$ cat src/rtl/physeq_pkg.sv
package physeq_pkg;

  typedef enum logic [2:0] {
    S_IDLE,
    S_RST_HOLD,
    S_RST_WAIT,
    S_WRITE,
    S_PAUSE
  } seq_state_t;

  localparam logic [4:0] REG_BMCR = 5'h00;
  localparam logic [4:0] REG_ADV  = 5'h04;
  localparam logic [4:0] REG_GIG  = 5'h09;
  localparam logic [4:0] REG_INTC = 5'h12;
  localparam logic [4:0] REG_DBGA = 5'h1D;
  localparam logic [4:0] REG_DBGD = 5'h1E;

  localparam logic [3:0] STEP_FIRST      = 4'd0;
  localparam logic [3:0] STEP_LAST_PATCH = 4'd9;
  localparam logic [3:0] STEP_INTC       = 4'd10;
  localparam logic [3:0] STEP_ADV        = 4'd11;
  localparam logic [3:0] STEP_GIG        = 4'd12;
  localparam logic [3:0] STEP_CMD        = 4'd13;

  localparam logic [15:0] CMD_RESTART = 16'h9200;
  localparam logic [15:0] INTC_VALUE  = 16'h0C00;
  localparam logic [15:0] ADV_BASE    = 16'h0C01;
  localparam logic [15:0] GIG_1000FD  = 16'h0200;

endpackage

$ cat src/rtl/physeq_timer.sv
module physeq_timer #(
  parameter int W = 16
) (
  input  logic         clk,
  input  logic         rst_n,
  input  logic         load,
  input  logic [W-1:0] load_val,
  output logic         expired
);
  logic [W-1:0] cnt_q, cnt_d;

  always_comb begin
    cnt_d = cnt_q;
    if (load)               cnt_d = load_val;
    else if (cnt_q != '0)   cnt_d = cnt_q - 1'b1;
  end

  always_ff @(posedge clk or negedge rst_n) begin
    if (!rst_n) cnt_q <= '0;
    else        cnt_q <= cnt_d;
  end

  assign expired = (cnt_q == '0);
endmodule

$ cat src/rtl/physeq_adv.sv
module physeq_adv
  import physeq_pkg::*;
(
  input  logic [2:0]  media_sel,
  input  logic [1:0]  phy_kind,
  output logic [15:0] adv_word,
  output logic [15:0] gig_word,
  output logic        gig_write
);
  logic [15:0] speed_bits;

  always_comb begin
    case (media_sel)
      3'd0:    speed_bits = 16'h01E0;
      3'd1:    speed_bits = 16'h0100;
      3'd2:    speed_bits = 16'h0080;
      3'd3:    speed_bits = 16'h0040;
      default: speed_bits = 16'h0020;
    endcase
  end

  assign adv_word  = ADV_BASE | speed_bits;
  assign gig_write = ~phy_kind[1];
  assign gig_word  = ((media_sel == 3'd0) && (phy_kind == 2'd0)) ? GIG_1000FD : 16'h0000;
endmodule

$ cat src/rtl/physeq_steps.sv
module physeq_steps
  import physeq_pkg::*;
(
  input  logic [3:0]  step,
  input  logic [15:0] adv_word,
  input  logic [15:0] gig_word,
  output logic [4:0]  wr_reg,
  output logic [15:0] wr_data
);
  always_comb begin
    wr_reg  = REG_BMCR;
    wr_data = CMD_RESTART;
    case (step)
      4'd0:  begin wr_reg = REG_DBGA; wr_data = 16'h000B; end
      4'd1:  begin wr_reg = REG_DBGD; wr_data = 16'hBC00; end
      4'd2:  begin wr_reg = REG_DBGA; wr_data = 16'h0000; end
      4'd3:  begin wr_reg = REG_DBGD; wr_data = 16'h02EF; end
      4'd4:  begin wr_reg = REG_DBGA; wr_data = 16'h0012; end
      4'd5:  begin wr_reg = REG_DBGD; wr_data = 16'h4C04; end
      4'd6:  begin wr_reg = REG_DBGA; wr_data = 16'h0004; end
      4'd7:  begin wr_reg = REG_DBGD; wr_data = 16'h8BBB; end
      4'd8:  begin wr_reg = REG_DBGA; wr_data = 16'h0005; end
      4'd9:  begin wr_reg = REG_DBGD; wr_data = 16'h2C46; end
      4'd10: begin wr_reg = REG_INTC; wr_data = INTC_VALUE; end
      4'd11: begin wr_reg = REG_ADV;  wr_data = adv_word; end
      4'd12: begin wr_reg = REG_GIG;  wr_data = gig_word; end
      default: begin wr_reg = REG_BMCR; wr_data = CMD_RESTART; end
    endcase
  end
endmodule

$ cat src/rtl/phy_bringup_seq.sv
module phy_bringup_seq
  import physeq_pkg::*;
#(
  parameter int CLK_HZ = 250_000_000
) (
  input  logic        clk,
  input  logic        rst_n,
  input  logic        start,
  input  logic [2:0]  media_sel,
  input  logic [1:0]  phy_kind,
  output logic        phy_rst_n,
  output logic        mdio_req,
  output logic [4:0]  mdio_reg,
  output logic [15:0] mdio_wdata,
  input  logic        mdio_ack,
  input  logic        mdio_err,
  output logic        busy,
  output logic        done,
  output logic        error
);
  localparam int MS_CYC = CLK_HZ / 1000;
  localparam int T2_CYC = 2 * MS_CYC;
  localparam int TW     = $clog2(T2_CYC + 1);

  seq_state_t  state_q, state_d;
  logic [3:0]  step_q, step_d;
  logic [15:0] adv_q, adv_d, gig_q, gig_d;
  logic        gigwr_q, gigwr_d;
  logic        cfg_q, cfg_d;
  logic        done_q, done_d, err_q, err_d;
  logic        prst_q, prst_d;
  logic        tmr_load, tmr_exp;
  logic [TW-1:0] tmr_val;
  logic [15:0] adv_new, gig_new;
  logic        gigwr_new;

  physeq_adv i_adv (
    .media_sel (media_sel),
    .phy_kind  (phy_kind),
    .adv_word  (adv_new),
    .gig_word  (gig_new),
    .gig_write (gigwr_new)
  );

  physeq_timer #(.W(TW)) i_timer (
    .clk      (clk),
    .rst_n    (rst_n),
    .load     (tmr_load),
    .load_val (tmr_val),
    .expired  (tmr_exp)
  );

  physeq_steps i_steps (
    .step     (step_q),
    .adv_word (adv_q),
    .gig_word (gig_q),
    .wr_reg   (mdio_reg),
    .wr_data  (mdio_wdata)
  );

  always_comb begin
    state_d  = state_q;
    step_d   = step_q;
    adv_d    = adv_q;
    gig_d    = gig_q;
    gigwr_d  = gigwr_q;
    cfg_d    = cfg_q;
    done_d   = done_q;
    err_d    = err_q;
    prst_d   = prst_q;
    tmr_load = 1'b0;
    tmr_val  = '0;
    case (state_q)
      S_IDLE: if (start) begin
        done_d = 1'b0;
        err_d  = 1'b0;
        if (cfg_q) begin
          step_d  = STEP_ADV;
          state_d = S_WRITE;
        end else begin
          adv_d    = adv_new;
          gig_d    = gig_new;
          gigwr_d  = gigwr_new;
          prst_d   = 1'b0;
          tmr_load = 1'b1;
          tmr_val  = TW'(T2_CYC);
          state_d  = S_RST_HOLD;
        end
      end
      S_RST_HOLD: if (tmr_exp) begin
        prst_d   = 1'b1;
        tmr_load = 1'b1;
        tmr_val  = TW'(T2_CYC);
        state_d  = S_RST_WAIT;
      end
      S_RST_WAIT: if (tmr_exp) begin
        step_d  = STEP_FIRST;
        state_d = S_WRITE;
      end
      S_WRITE: if (mdio_ack) begin
        if (mdio_err) begin
          err_d   = 1'b1;
          cfg_d   = 1'b0;
          state_d = S_IDLE;
        end else begin
          case (step_q)
            STEP_LAST_PATCH: begin
              step_d   = STEP_INTC;
              tmr_load = 1'b1;
              tmr_val  = TW'(MS_CYC);
              state_d  = S_PAUSE;
            end
            STEP_ADV: step_d = gigwr_q ? STEP_GIG : STEP_CMD;
            STEP_CMD: begin
              done_d  = 1'b1;
              cfg_d   = 1'b1;
              state_d = S_IDLE;
            end
            default: step_d = step_q + 4'd1;
          endcase
        end
      end
      S_PAUSE: if (tmr_exp) state_d = S_WRITE;
      default: state_d = S_IDLE;
    endcase
  end

  always_ff @(posedge clk or negedge rst_n) begin
    if (!rst_n) begin
      state_q <= S_IDLE;
      step_q  <= '0;
      adv_q   <= '0;
      gig_q   <= '0;
      gigwr_q <= 1'b0;
      cfg_q   <= 1'b0;
      done_q  <= 1'b0;
      err_q   <= 1'b0;
      prst_q  <= 1'b0;
    end else begin
      state_q <= state_d;
      step_q  <= step_d;
      adv_q   <= adv_d;
      gig_q   <= gig_d;
      gigwr_q <= gigwr_d;
      cfg_q   <= cfg_d;
      done_q  <= done_d;
      err_q   <= err_d;
      prst_q  <= prst_d;
    end
  end

  assign mdio_req  = (state_q == S_WRITE);
  assign busy      = (state_q != S_IDLE);
  assign done      = done_q;
  assign error     = err_q;
  assign phy_rst_n = prst_q;

  a_r10_req_stable: assert property (@(posedge clk) disable iff (!rst_n)
    mdio_req && !mdio_ack |=> mdio_req && $stable(mdio_reg) && $stable(mdio_wdata));

  a_r2_quiet_in_reset: assert property (@(posedge clk) disable iff (!rst_n)
    !phy_rst_n |-> !mdio_req);

  a_r8_abort: assert property (@(posedge clk) disable iff (!rst_n)
    mdio_req && mdio_ack && mdio_err |=> !mdio_req && error && !done);

  a_r7_done_after_cmd: assert property (@(posedge clk) disable iff (!rst_n)
    $rose(done) |-> $past(mdio_ack) && ($past(mdio_reg) == REG_BMCR));

  a_r9_restart_no_reset: assert property (@(posedge clk) disable iff (!rst_n)
    start && !busy && cfg_q |=> phy_rst_n);
endmodule

$ cat config.mk
export PLATFORM = sky130hd
export DESIGN_NAME = phy_bringup_seq
export DESIGN_NICKNAME = d
export VERILOG_FILES = /design/src/rtl/physeq_pkg.sv /design/src/rtl/physeq_timer.sv /design/src/rtl/physeq_adv.sv /design/src/rtl/physeq_steps.sv /design/src/rtl/phy_bringup_seq.sv
export SDC_FILE = /design/constraint.sdc
export NUM_CORES = 1
export LEC_CHECK = 0
export BUFFER_PORTS_ARGS = -buffer_cell sky130_fd_sc_hd__buf_2
export CORE_UTILIZATION = 40
export DETAILED_ROUTE_END_ITERATION = 6
export GPL_TIMING_DRIVEN = 1
export HOLD_SLACK_MARGIN = 0.03
export PLACE_DENSITY = 0.64
export SLEW_MARGIN = 20
export SYNTH_ARGS = -nofsm -noshare
export SYNTH_HDL_FRONTEND = slang
export SYNTH_SLANG_ARGS = --single-unit
$ cat constraint.sdc
create_clock -name clk -period 2.2 [get_ports clk]
set_input_delay 0.33 -clock clk [delete_from_list [all_inputs] [get_ports clk]]
set_output_delay 0.33 -clock clk [all_outputs]
set_load 0.05 [all_outputs]
Yosys cells after proc, flatten, opt, wreduce, memory -nomap -nowiden
Index checks and enable logic that the tools add are counted.

Bits in registers: 63. Input bits: 10. Output and inout port bits: 26. Word-level logic and storage cells: 118.

Add/sub/neg operators: 2. Eq/ne operators: 32. Mux-type cells: 49. Bitwise gates (word level): 2. Reduce and logical (&&, ||, !) cells: 23.

Operator list (count): 16-bit one-hot mux with 13 select lines (1); 19-bit 2-to-1 mux (5); 19-bit one-hot mux with 3 select lines (1); 18-bit 2-to-1 mux (3); 9-bit one-hot mux with 4 select lines (1); 5-bit one-hot mux with 5 select lines (1); 4-bit == test, second input constant (6); 4-bit one-hot mux with 3 select lines (2); 4-bit 2-to-1 mux (5); 19-bit logical NOT (1); 19-bit nonzero test (1); 19-bit by 1-bit subtractor with 19-bit output, second input constant (1); 1-bit 2-to-1 mux (17); 4-bit by 3-bit == test with 1-bit output, second input constant (4); 3-bit 2-to-1 mux (5); 3-bit by 2-bit == test with 1-bit output, second input constant (4); 2-bit by 1-bit inequality test with 1-bit output, second input constant (6); 3-bit one-hot mux with 4 select lines (1); 10-bit 2-to-1 mux (1); 2-bit inequality test, second input constant (5); 5-bit AND reduction (2); 5-bit OR reduction (2); 4-bit by 2-bit == test with 1-bit output, second input constant (2); 4-bit AND reduction (2); other kinds (19) (29).

Depth between registers and ports, before layout
Gate-level depths: netlist of run 1.

Depth in word-level cells: 6. Mapped depth: 8. Mapped depth without buffers: 7.

Hierarchy
A second synthesis of run 1 with hierarchy kept.

Cells, all modules: 396. Area total of the unflattened synthesis: 3998.8 um2.

Modules (own cells, without submodules): phy_bringup_seq (times used 1, cells each 161, area an instance 2117.0 um2, sequential area each 1101.1 um2); physeq_timer (times used 1, cells each 110, area an instance 1059.8 um2, sequential area each 475.5 um2); physeq_steps (times used 1, cells each 89, area an instance 556.8 um2, sequential area each 0.0 um2); physeq_adv (times used 1, cells each 36, area an instance 265.3 um2, sequential area each 0.0 um2).

Least setup slack after synthesis of run 1
OpenSTA, ideal clock, no wires.

Path kind: reg-to-output. From: register step_q[1]. To: output port mdio_wdata[15]. Arrival time: 2.322 ns. Required time: 1.870 ns. Slack: -0.452 ns. Cell stages (with the launch flop): 7. Buffers on the path: 1. Cells stage by stage: dfrtp_1 > inv_1 > ha_1 > clkbuf_1 > nand2_1 > o22ai_1 > a21o_1.

Word-level cells in the longest chain between the ends: 2. Elaborated cells between the ends (all ways): 14. Those cells by class: eq/ne: 12; mux: 1; reduce/logical: 1.

RTL lines: start: declaration (line phy_bringup_seq.sv:26) `logic [3:0] step_q, step_d;`; start signal: assignment (line phy_bringup_seq.sv:141) `step_q <= step_d;`; 4-bit == test, or another cell as far along (line physeq_steps.sv:13) `case (step)`; 16-bit one-hot mux with 13 select lines * (line physeq_steps.sv:13); end: declaration (line phy_bringup_seq.sv:14) `output logic [15:0] mdio_wdata,`.

Mark *: on every way between the ends. The rest lies on a longest branch, timed or not.

Worst setup path in the final report of run 1
From: register i_timer.cnt_q[10]. To: register state_q[0].

Word-level cells in the longest chain between the ends: 3. Elaborated cells between the ends (all ways): 4. Those cells by class: eq/ne: 2; reduce/logical: 2.

RTL lines: start: declaration (line physeq_timer.sv:10) `logic [W-1:0] cnt_q, cnt_d;`; start signal: assignment (line physeq_timer.sv:20) `else cnt_q <= cnt_d;`; 19-bit logical NOT * (line physeq_timer.sv:23) `assign expired = (cnt_q == '0);`; 2-bit by 1-bit inequality test with 1-bit output (no line); 5-bit AND reduction (no line) *; end signal: assignment (line phy_bringup_seq.sv:140) `state_q <= state_d;`; end: declaration (line phy_bringup_seq.sv:25) `seq_state_t state_q, state_d;`.

Marks and branches as above. A chain may end at the register's enable or synchronous reset.

==> metrics.txt, run 1 <==
die area 6230 sq um; chip width 78.9 um; Ys Warns 0; Simple-Gate Fraction of Synth Area 24.2%; largest family of logic cells by synthesized area simple AND/OR/NAND/NOR gates; Synth Register Bits 37; antenna violations before repair 0; worst-path maximum fanout 4; Rows 27; GPL Wtd Cong 0.867; status finished with violations; CTS Hold Bufs 0; Congestion Overflow GR 0; Core Region 5610 sq um; r2r worst-path depth 5; Post-synth ARST share 100%; post-synth net total 292; Final setup viols 2; crit path launch type flip-flop; worst reg2reg path startpoint i_timer.cnt_q[10]; setup TNS -0.0424 ns; Synth cell types 57; syn_area_per_cell 8.58 sq um; RSZ-0062 raised after global routing true; Port Buffers 35; DR WL/cell 14.7 um; Compound-Gate Fraction of Synth Area 20.8%; CP required 2.39 ns; adder-cell share of the synthesized area 3.17%; Clock Tree Buf Depth 2; synthesis-to-layout area growth 30.2%; WP data arrival 2.42 ns; Cell Area, Synth 2370 sq um; DRT antenna net count 0; fin crit period 2.24 ns; initial core utilization 42.2%; iteration-0 DRC count of the detailed router 199; reg2reg end state_q[0]; fraction of layout cells with a size suffix above 1 36.1%; worst min-delay path class in -> async; Die Y 78.9 um; flop-to-flop setup slack -0.04 ns; final core utilization 55.0%; H-tree depth 2; Slew headroom 45.0%; Crit Path Category reg -> reg; clock root buffer clkbuf_8; first-pass GRT wire length 9.71 mm; number of flops mapped to enable cells by yosys 0; Vias 2294; Critical path destination state_q[0]; sequential element share of the synthesized area 39.1%; FILL cells 504; Nets 354; Detail Placement HPWL 4.35 mm; Vias per Instance 5.60; CTS clk-pin slew, worst paths 0.07 ns; Gate Count Post-Synth 276; CP startpoint i_timer.cnt_q[10]; maxcap violations 0; fin. max-slew vios 0; final worst slack -0.0371 ns; CTS tree built; post-synthesis mux area share 1.53%; Max Clk Rate 0.447 GHz; io pins 36; failing checks negative setup slack; drt first pass iters 4; ys flop type dfrtp_1; Period Utilization, post-route 102%; n_diodes 0; Clk Latency, worst-skew pair 0.30 ns; Worst-Margin Slew 0.826 ns; DRC violations left 0; Routed WL 6.05 mm; pin count of the biggest net entering global routing 38; Post-Synth XOR/XNOR Area 5.18%; critical path endpoint category flip-flop; Num CTS Buffers 5; vias in the first global route 2038; Hold Fails Final Rpt 0; GR Util All Layers 20.3%; clock skew 0.00587 ns; clk sink count 37
[cell usage in the layout (no fill, tap or decap), drive strengths merged, types with 8 or more instances in the layout]
cell type and n:
a21oi 19, buf 70, clkbuf 8, dfrtp 37, inv 12, nand2 30
nor2 29, nor4 8, o21ai 21, xor2 8
[timing repair]
action,in CTS,in global routing
setup endpoints to repair,11,34
setup buffers,0,1
pin swaps,1,2
gates resized for setup,10,34
[cells by family (layout without fill, tap and decap cells)]
kind of cell | count (synthesis) | count (layout)
flops | 37 | 37
buf+inv | 29 | 91
mux | 3 | 3
compound gates | 76 | 76
fa+ha+maj | 6 | 6
xor+xnor | 14 | 14
simple gates | 111 | 111
[worst min-delay path by stage]
stage / from / to / slack (ns) / depth (start not counted)
4_1_cts: rst_n / error / 0.15 / 1
6_report: rst_n / done / 0.12 / 1
5_1_grt: rst_n / done / 0.19 / 1
3_3_place_gp: gigwr_q / gigwr_q / 0.47 / 2
2_1_floorplan: rst_n / adv_q[10] / 0.03 / 0
3_5_place_dp: rst_n / error / 0.47 / 1
[registers in the layout (all words and copies together), names as in the netlist]
signal         cells
gig_q              1
gigwr_q            1
state_q            3
error              1
step_q             4
cfg_q              1
adv_q              5
i_timer.cnt_q     19
phy_rst_n          1
done               1
[metal layers]
metal | vias to the layer above | track usage (%) | part of all wire [%]
met1 | 1105 | 27.0 | 45
li1 | 1110 | - | -
met2 | 70 | 32.6 | 47
met5 | - | 0 | 0
met4 | 0 | 6.55 | 2.2
met3 | 9 | 4.60 | 5.2
[synthesized netlist by cell type, types with 2 or more instances]
cell type	n	area [sq um]
xor2_1	8	70.1
nor3_1	6	30.0
a21o_1	3	22.5
ha_1	6	75.1
a221oi_1	3	26.3
or2_2	3	18.8
nand4_1	2	12.5
clkbuf_1	11	41.3
inv_1	12	45.0
o22ai_1	3	18.8
a21oi_1	19	95.1
a31oi_1	6	37.5
nor4b_1	2	17.5
clkbuf_8	3	41.3
and2_1	4	25.0
o31ai_1	4	30.0
or4_4	2	22.5
a22oi_1	2	15.0
nand3_1	5	25.0
or3_1	3	18.8
and3_1	4	25.0
nand2b_1	5	31.3
o21ai_0	20	100
nand2_1	29	109
nor4_1	8	50.1
nor2_1	28	105
o211ai_1	2	15.0
a21boi_0	2	15.0
xnor2_1	6	52.6
dfrtp_1	37	926
nor2b_1	2	12.5
[critical path: stages, from the launching register on]
cell and delay [ns]:
dfrtp_1 0.38, or4_4 0.54, or4_4 0.54, o31ai_4 0.30
nand2_2 0.08, mux2_4 0.29
[through the flow]
stage | hold WS [ns] | worst slack, ns | std cells | cell area, sq um
floorplan | 0.0344 | -0.173 | 276 | 2390
detailed placement | 0.469 | -0.116 | 402 | 2820
CTS | 0.155 | -0.0433 | 409 | 2930
global route | 0.190 | -0.0900 | 410 | 3080
global placement | 0.466 | -0.0131 | 402 | 2820
finish | 0.116 | -0.0371 | 410 | 3080
[area by class of cell]
cell class	instances	area (sq um)	area share, %
Clock buffer	7	86.3	2.80
Multi-Input combinational cell	210	1460	47.4
Timing Repair Buffer	71	469	15.2
Inverter	13	48.8	1.58
Tap cell	72	90.1	2.92
Sequential cell	37	927	30.1
Power of run 1 is left out: the tool's default activity adds up to more than one toggle a clock period on the data nets, which glitch-free logic cannot reach.
==> inputs of run 2 (changes only) <==
==> constraint.sdc (replaced) <==
create_clock -name clk -period 1.9 [get_ports clk]
set_input_delay 0.285 -clock clk [delete_from_list [all_inputs] [get_ports clk]]
set_output_delay 0.285 -clock clk [all_outputs]
set_load 0.05 [all_outputs]
==> run 2 against run 1 <==
Compared with the run above:
- the flow still finishes with violations (negative setup slack)
- fmax fell by 3.2%
- cell count rose by 12%
- final area rose by 29%
- clock skew rose by 0.0022 ns
- sequential share of layout area fell by 6.8 points
- routed wire length rose by 39%
- hold slack got worse by 0.091 ns
- critical path depth rose by 2
- flip-flop and latch count did not move
- global-route usage rose by 5.2 points
==> metrics.txt, run 2 (synthesis results as in run 1) <==
Hold Fails Final Rpt 0; r2r worst-path depth 7; pin count of the biggest net entering global routing 38; final worst slack -0.412 ns; status finished with violations; Routed WL 8.38 mm; Rows 27; max reg flops 19; pre-CTS setup slack -0.358 ns; die area 6230 sq um; H-tree depth 2; Crit-path slowest cell or4_4; FILL cells 380; Vias 2645; fin. max-slew vios 0; clk sink count 37; clock skew 0.00809 ns; GR Util All Layers 25.5%; CP required 2.09 ns; Vias per Instance 5.74; initial core utilization 42.2%; Regs by FF count i_timer.cnt_q (19), adv_q (5), step_q (4); Slew headroom 67.4%; worst min-delay path class in -> async; GPL Wtd Cong 0.928; failing checks negative setup slack; most frequent CP cell or4_4; GR Util met1 34.7%; leading cell type in the layout, fill and taps excluded buf_4; met3 GRT Util 3.79%; WP data arrival 2.50 ns; drt first pass iters 5; Nets 404; DR WL/cell 18.2 um; Cell Chain, Critical Path or4_4, or4_4, buf_6, nor2_4, buf_4, o21ai_0, and2_1; first-pass GRT wire length 12.2 mm; commonest non-fill, non-tap cells in the layout 74 x buf_4, 36 x dfrtp_1, 28 x buf_6; DRT antenna net count 0; Core Region 5610 sq um; Clock Tree Buf Depth 2; clock root buffer clkbuf_8; crit path launch type flip-flop; flop-to-flop setup slack -0.41 ns; io pins 36; critical path endpoint category flip-flop; Detail Placement HPWL 4.91 mm; fraction of layout cells with a size suffix above 1 56.6%; worst-path maximum fanout 5; largest register by flop count i_timer.cnt_q; DRC violations left 0; CTS clk-pin slew, worst paths 0.09 ns; layer carrying the most global-route usage met2; chip width 78.9 um; Port Buffers 35; Worst-Margin Slew 0.489 ns; iteration-0 DRC count of the detailed router 171; antenna violations before repair 0; Die Y 78.9 um; synthesis-to-layout area growth 67.9%; Period Utilization, post-route 122%; Congestion Overflow GR 0; maxcap violations 0; Final setup viols 38; GRT met2 Usage 42.5%; fin crit period 2.31 ns; CTS tree built; CP max stage delay 0.55 ns; Num CTS Buffers 5; n_diodes 0; Crit Path Category reg -> reg; Clk Latency, worst-skew pair 0.30 ns; setup TNS -7.19 ns; Max Clk Rate 0.433 GHz; RSZ-0062 raised after global routing true; vias in the first global route 2431
## run 2: timing repair
item,CTS,global route
hold buffers,0,0
pin swaps,11,19
setup buffers,7,8
gates cloned,0,0
gates resized for setup,109,55
endpoints found under the setup margin,49,49
hold endpoints to repair,0,0
## run 2: cell type report
class | instances | area (sq um) | share of cell area [%]
multi-input cells | 210 | 1780 | 44.9
repair buffers | 121 | 1030 | 25.9
flip-flops and latches | 37 | 927 | 23.3
well taps | 72 | 90.1 | 2.27
clock buffers | 5 | 68.8 | 1.73
inverters | 13 | 58.8 | 1.48
clock inverters | 3 | 17.5 | 0.441
## run 2: per-layer routing
| layer | wire length, um | share of wire, % | vias to the layer above |
|---|---|---|---|
| met3 | 468 | 5.6 | 25 |
| met1 | 3680 | 44 | 1288 |
| met5 | 0 | 0 | - |
| met4 | 185 | 2.2 | 0 |
| met2 | 4040 | 48 | 115 |
| li1 | - | - | 1217 |
## run 2: stage by stage
stage          cell area (sq um)  hold WS [ns]  util (%)  std cells
6_report                    3970        0.0248      70.9        461
2_1_floorplan               2480       -0.0106         -        276
3_5_place_dp                3190         0.361      56.9        439
3_3_place_gp                3190         0.364      56.9        439
5_1_grt                     3970        0.0802      70.9        461
4_1_cts                     3720        0.0478      66.3        454
## run 2: final timing paths
path,start,endpoint
worst max-delay path,i_timer.cnt_q[11],i_timer.cnt_q[2]
worst min-delay path,rst_n,error
worst max register to register,i_timer.cnt_q[11],i_timer.cnt_q[2]
worst min register to register,adv_q[7],adv_q[7]
max in group asynchronous,rst_n,step_q[0]
min in group clk,phy_kind[0],gig_q[9]
## run 2: critical path, delay by kind of cell, from the launching register on
family | cells | cell delay, ns
buf+inv | 2 | 0.32
simple gates | 4 | 1.40
flops | 1 | 0.40
compound gates | 1 | 0.10
Power of run 2 is left out for the same reason.
==> inputs of run 3 (changes only) <==
--- a/config.mk
+++ b/config.mk
@@ -10,8 +10,9 @@
 export DETAILED_ROUTE_END_ITERATION = 6
 export GPL_TIMING_DRIVEN = 1
 export HOLD_SLACK_MARGIN = 0.03
-export PLACE_DENSITY = 0.64
+export PLACE_DENSITY = 0.62
 export SLEW_MARGIN = 20
 export SYNTH_ARGS = -nofsm -noshare
 export SYNTH_HDL_FRONTEND = slang
+export SYNTH_HIERARCHICAL = 1
 export SYNTH_SLANG_ARGS = --single-unit
==> run 3 against run 2 <==
Compared with the run above:
- the flow still finishes with violations (negative setup slack)
- register-to-register slack got worse by 0.38 ns
- first-iteration DRC count decreased by 49%
- critical endpoint is now i_timer/cnt_q[6]
- sequential share of layout area rose by 4.5 points
- synthesized cell count rose by 43%
- clock skew rose by 0.0060 ns
- global-route usage decreased by 6.2 points
- count of clock-buffer cells in the layout up 6
- non-clock buffer count increased by 8
- routed wire length grew 24%
- hold slack improved by 0.16 ns
- highest routed layer unchanged
- die area increased by 67%
==> metrics.txt, run 3 <==
Synth cell types 63; failing checks negative setup slack; worst reg2reg path startpoint i_timer/cnt_q[10]; fin crit period 2.70 ns; most frequent cells after synthesis 63 x dfrtp_1, 29 x buf_4, 29 x nand2_1; Vias per Instance 5.09; Max Clk Rate 0.371 GHz; max reg flops 19; Period Utilization, post-route 142%; Regs by FF count i_timer/cnt_q (19), adv_q (16), gig_q (16); flop-to-flop setup slack -0.80 ns; sequential element share of the synthesized area 39.4%; worst min-delay path class in -> reg; maxcap violations 0; Overall Power 9.07 mW; Nets 531; pin count of the biggest net entering global routing 64; worst-path maximum fanout 7; drt first pass iters 4; RSZ-0062 raised after global routing true; Design Area, Final 5690 sq um; HP Start mdio_ack; status finished with violations; Non-Filler Instances 656; setup TNS -18.17 ns; Synth Register Bits 63; CTS clk-pin slew, worst paths 0.08 ns; GR Util All Layers 19.3%; vias in the first global route 3164; fin. max-slew vios 0; final worst slack -0.795 ns; DRT antenna net count 0; final core utilization 58.5%; critical path endpoint category flip-flop; syn_area_per_cell 10.1 sq um; CP max stage delay 0.54 ns; Port Buffers 35; Clk Latency, worst-skew pair 0.33 ns; Cell Area, Synth 4000 sq um; Post-synth ARST share 100%; LEAKAGE 2.57 nW; Crit Path Category reg -> reg; n_diodes 0; Peak VDD IR 0.871 mV; hold path depth 2; Num CTS Buffers 9; reg2reg end i_timer/cnt_q[6]; DR WL/cell 15.8 um; largest register by flop count i_timer/cnt_q; io pins 36; Congestion Overflow GR 0; chip width 102 um; Hold Fails Final Rpt 0; Clock Tree Buf Depth 2; DRC violations left 0; Routed WL 10.4 mm; H-tree depth 3; antenna violations before repair 0; Cell Chain, Critical Path or4_4, or3_4, nor4_4, inv_1, or4_4, nand3_4, mux2_2; commonest non-fill, non-tap cells in the layout 69 x buf_4, 60 x dfrtp_1, 35 x conb_1; Final setup viols 42; iteration-0 DRC count of the detailed router 88; most frequent cell after synthesis dfrtp_1; Vias 3338; FILL cells 806; die area 10400 sq um; Ys Warns 6; first-pass GRT wire length 15.6 mm; initial core utilization 41.1%; clk sink count 63; GPL Wtd Cong 0.807; Worst Hold End cfg_q; Synth area leader dfrtp_1; power density over the cells 1590 nW/um^2; r2r worst-path depth 7; Die Y 102 um; DP Cell Count 605; ys flop type dfrtp_1; Core Region 9730 sq um; synthesis-to-layout area growth 42.2%; number of flops mapped to enable cells by yosys 0; crit path launch type flip-flop; fraction of layout cells with a size suffix above 1 49.7%; CP required 2.13 ns; leading cell type in the layout, fill and taps excluded buf_4; Rows 36; clock root buffer clkbuf_8; dpl cell area 4690 sq um; most frequent CP cell or4_4; Gate Count Post-Synth 396; Crit-path slowest cell or4_4; WP data arrival 2.92 ns; largest cells by area after synthesis dfrtp_1 39%, mux2_4 10%, buf_4 5.4%, o21ai_0 3.5%, xnor2_1 2.8%; share of the synthesized area in the top cell type 39.4%; clock skew 0.0140 ns; CTS tree built; Detail Placement HPWL 6.20 mm
-- run 3: how the worst max path moves through the flow --
stage | start | endpoint | slack [ns] | cells past startpoint
finish | i_timer/cnt_q[10] | i_timer/cnt_q[6] | -0.80 | 7
global route | i_timer/cnt_q[10] | i_timer/cnt_q[1] | -0.87 | 7
CTS | i_timer/cnt_q[10] | i_timer/cnt_q[6] | -0.72 | 7
detailed placement | i_timer/cnt_q[10] | i_timer/cnt_q[11] | -0.79 | 8
global placement | i_timer/cnt_q[10] | i_timer/cnt_q[6] | -0.73 | 7
floorplan | i_timer/cnt_q[10] | i_timer/cnt_q[10] | -1.03 | 11
-- run 3: worst max-delay path: cells and delay by family, from the launching register on --
family	cells	cell delay (ns)
and+or+nand+nor	5	1.76
DFF	1	0.37
muxes	1	0.35
buffers and inverters	1	0.12
-- run 3: metal layers --
layer,global-route usage [%],share of wire [%],up-vias
li1,-,-,1608
met1,25.4,47,1640
met2,32.9,49,75
met3,3.90,3.0,15
met4,4.07,1.3,0
met5,0,0,-
-- run 3: through the flow --
stage,hold slack [ns],worst slack (ns)
2_1_floorplan,-0.0106,-1.03
3_3_place_gp,0.325,-0.729
3_5_place_dp,0.326,-0.789
4_1_cts,0.170,-0.718
5_1_grt,0.184,-0.873
6_report,0.180,-0.795
-- run 3: where the power goes --
group	switching (mW)	internal (mW)	leakage (nW)
logic	2.76	2.74	1.69
registers	0.423	1.92	0.775
clock network	0.548	0.676	0.105
-- run 3: logic make-up (layout without fill, tap and decap cells) --
| family | Yosys count | in the layout | synth area share (%) |
|---|---|---|---|
| multiplexers | 37 | 37 | 12.9 |
| XOR/XNOR | 18 | 18 | 3.94 |
| flip-flops | 63 | 63 | 39.4 |
| buffers and inverters | 65 | 159 | 10.4 |
| AND/OR/NAND/NOR | 108 | 109 | 16.2 |
| other | 3 | 35 | 0.282 |
| AO/OA/AOI/OAI | 98 | 98 | 15.6 |
| adder cells (fa/ha/maj) | 4 | 4 | 1.19 |
-- run 3: repair_timing --
action,4_1_cts,5_1_grt
pin swaps,20,19
cloned,2,2
setup endpoints to repair,75,49
hold buffers,1,0
setup buffers,23,13
endpoints found under the hold margin,63,0
gates resized for setup,101,49
-- run 3: layout make-up --
cell class / instances / area, sq um / share of cell area (%)
clock inverters: 5 / 56.3 / 0.990
clock buffers: 11 / 151 / 2.66
inverters: 14 / 62.6 / 1.10
flip-flops and latches: 63 / 1580 / 27.8
repair buffers: 129 / 1170 / 20.6
well taps: 133 / 166 / 2.93
multi-input cells: 301 / 2500 / 43.9
(Power assumes the default switching activity.)
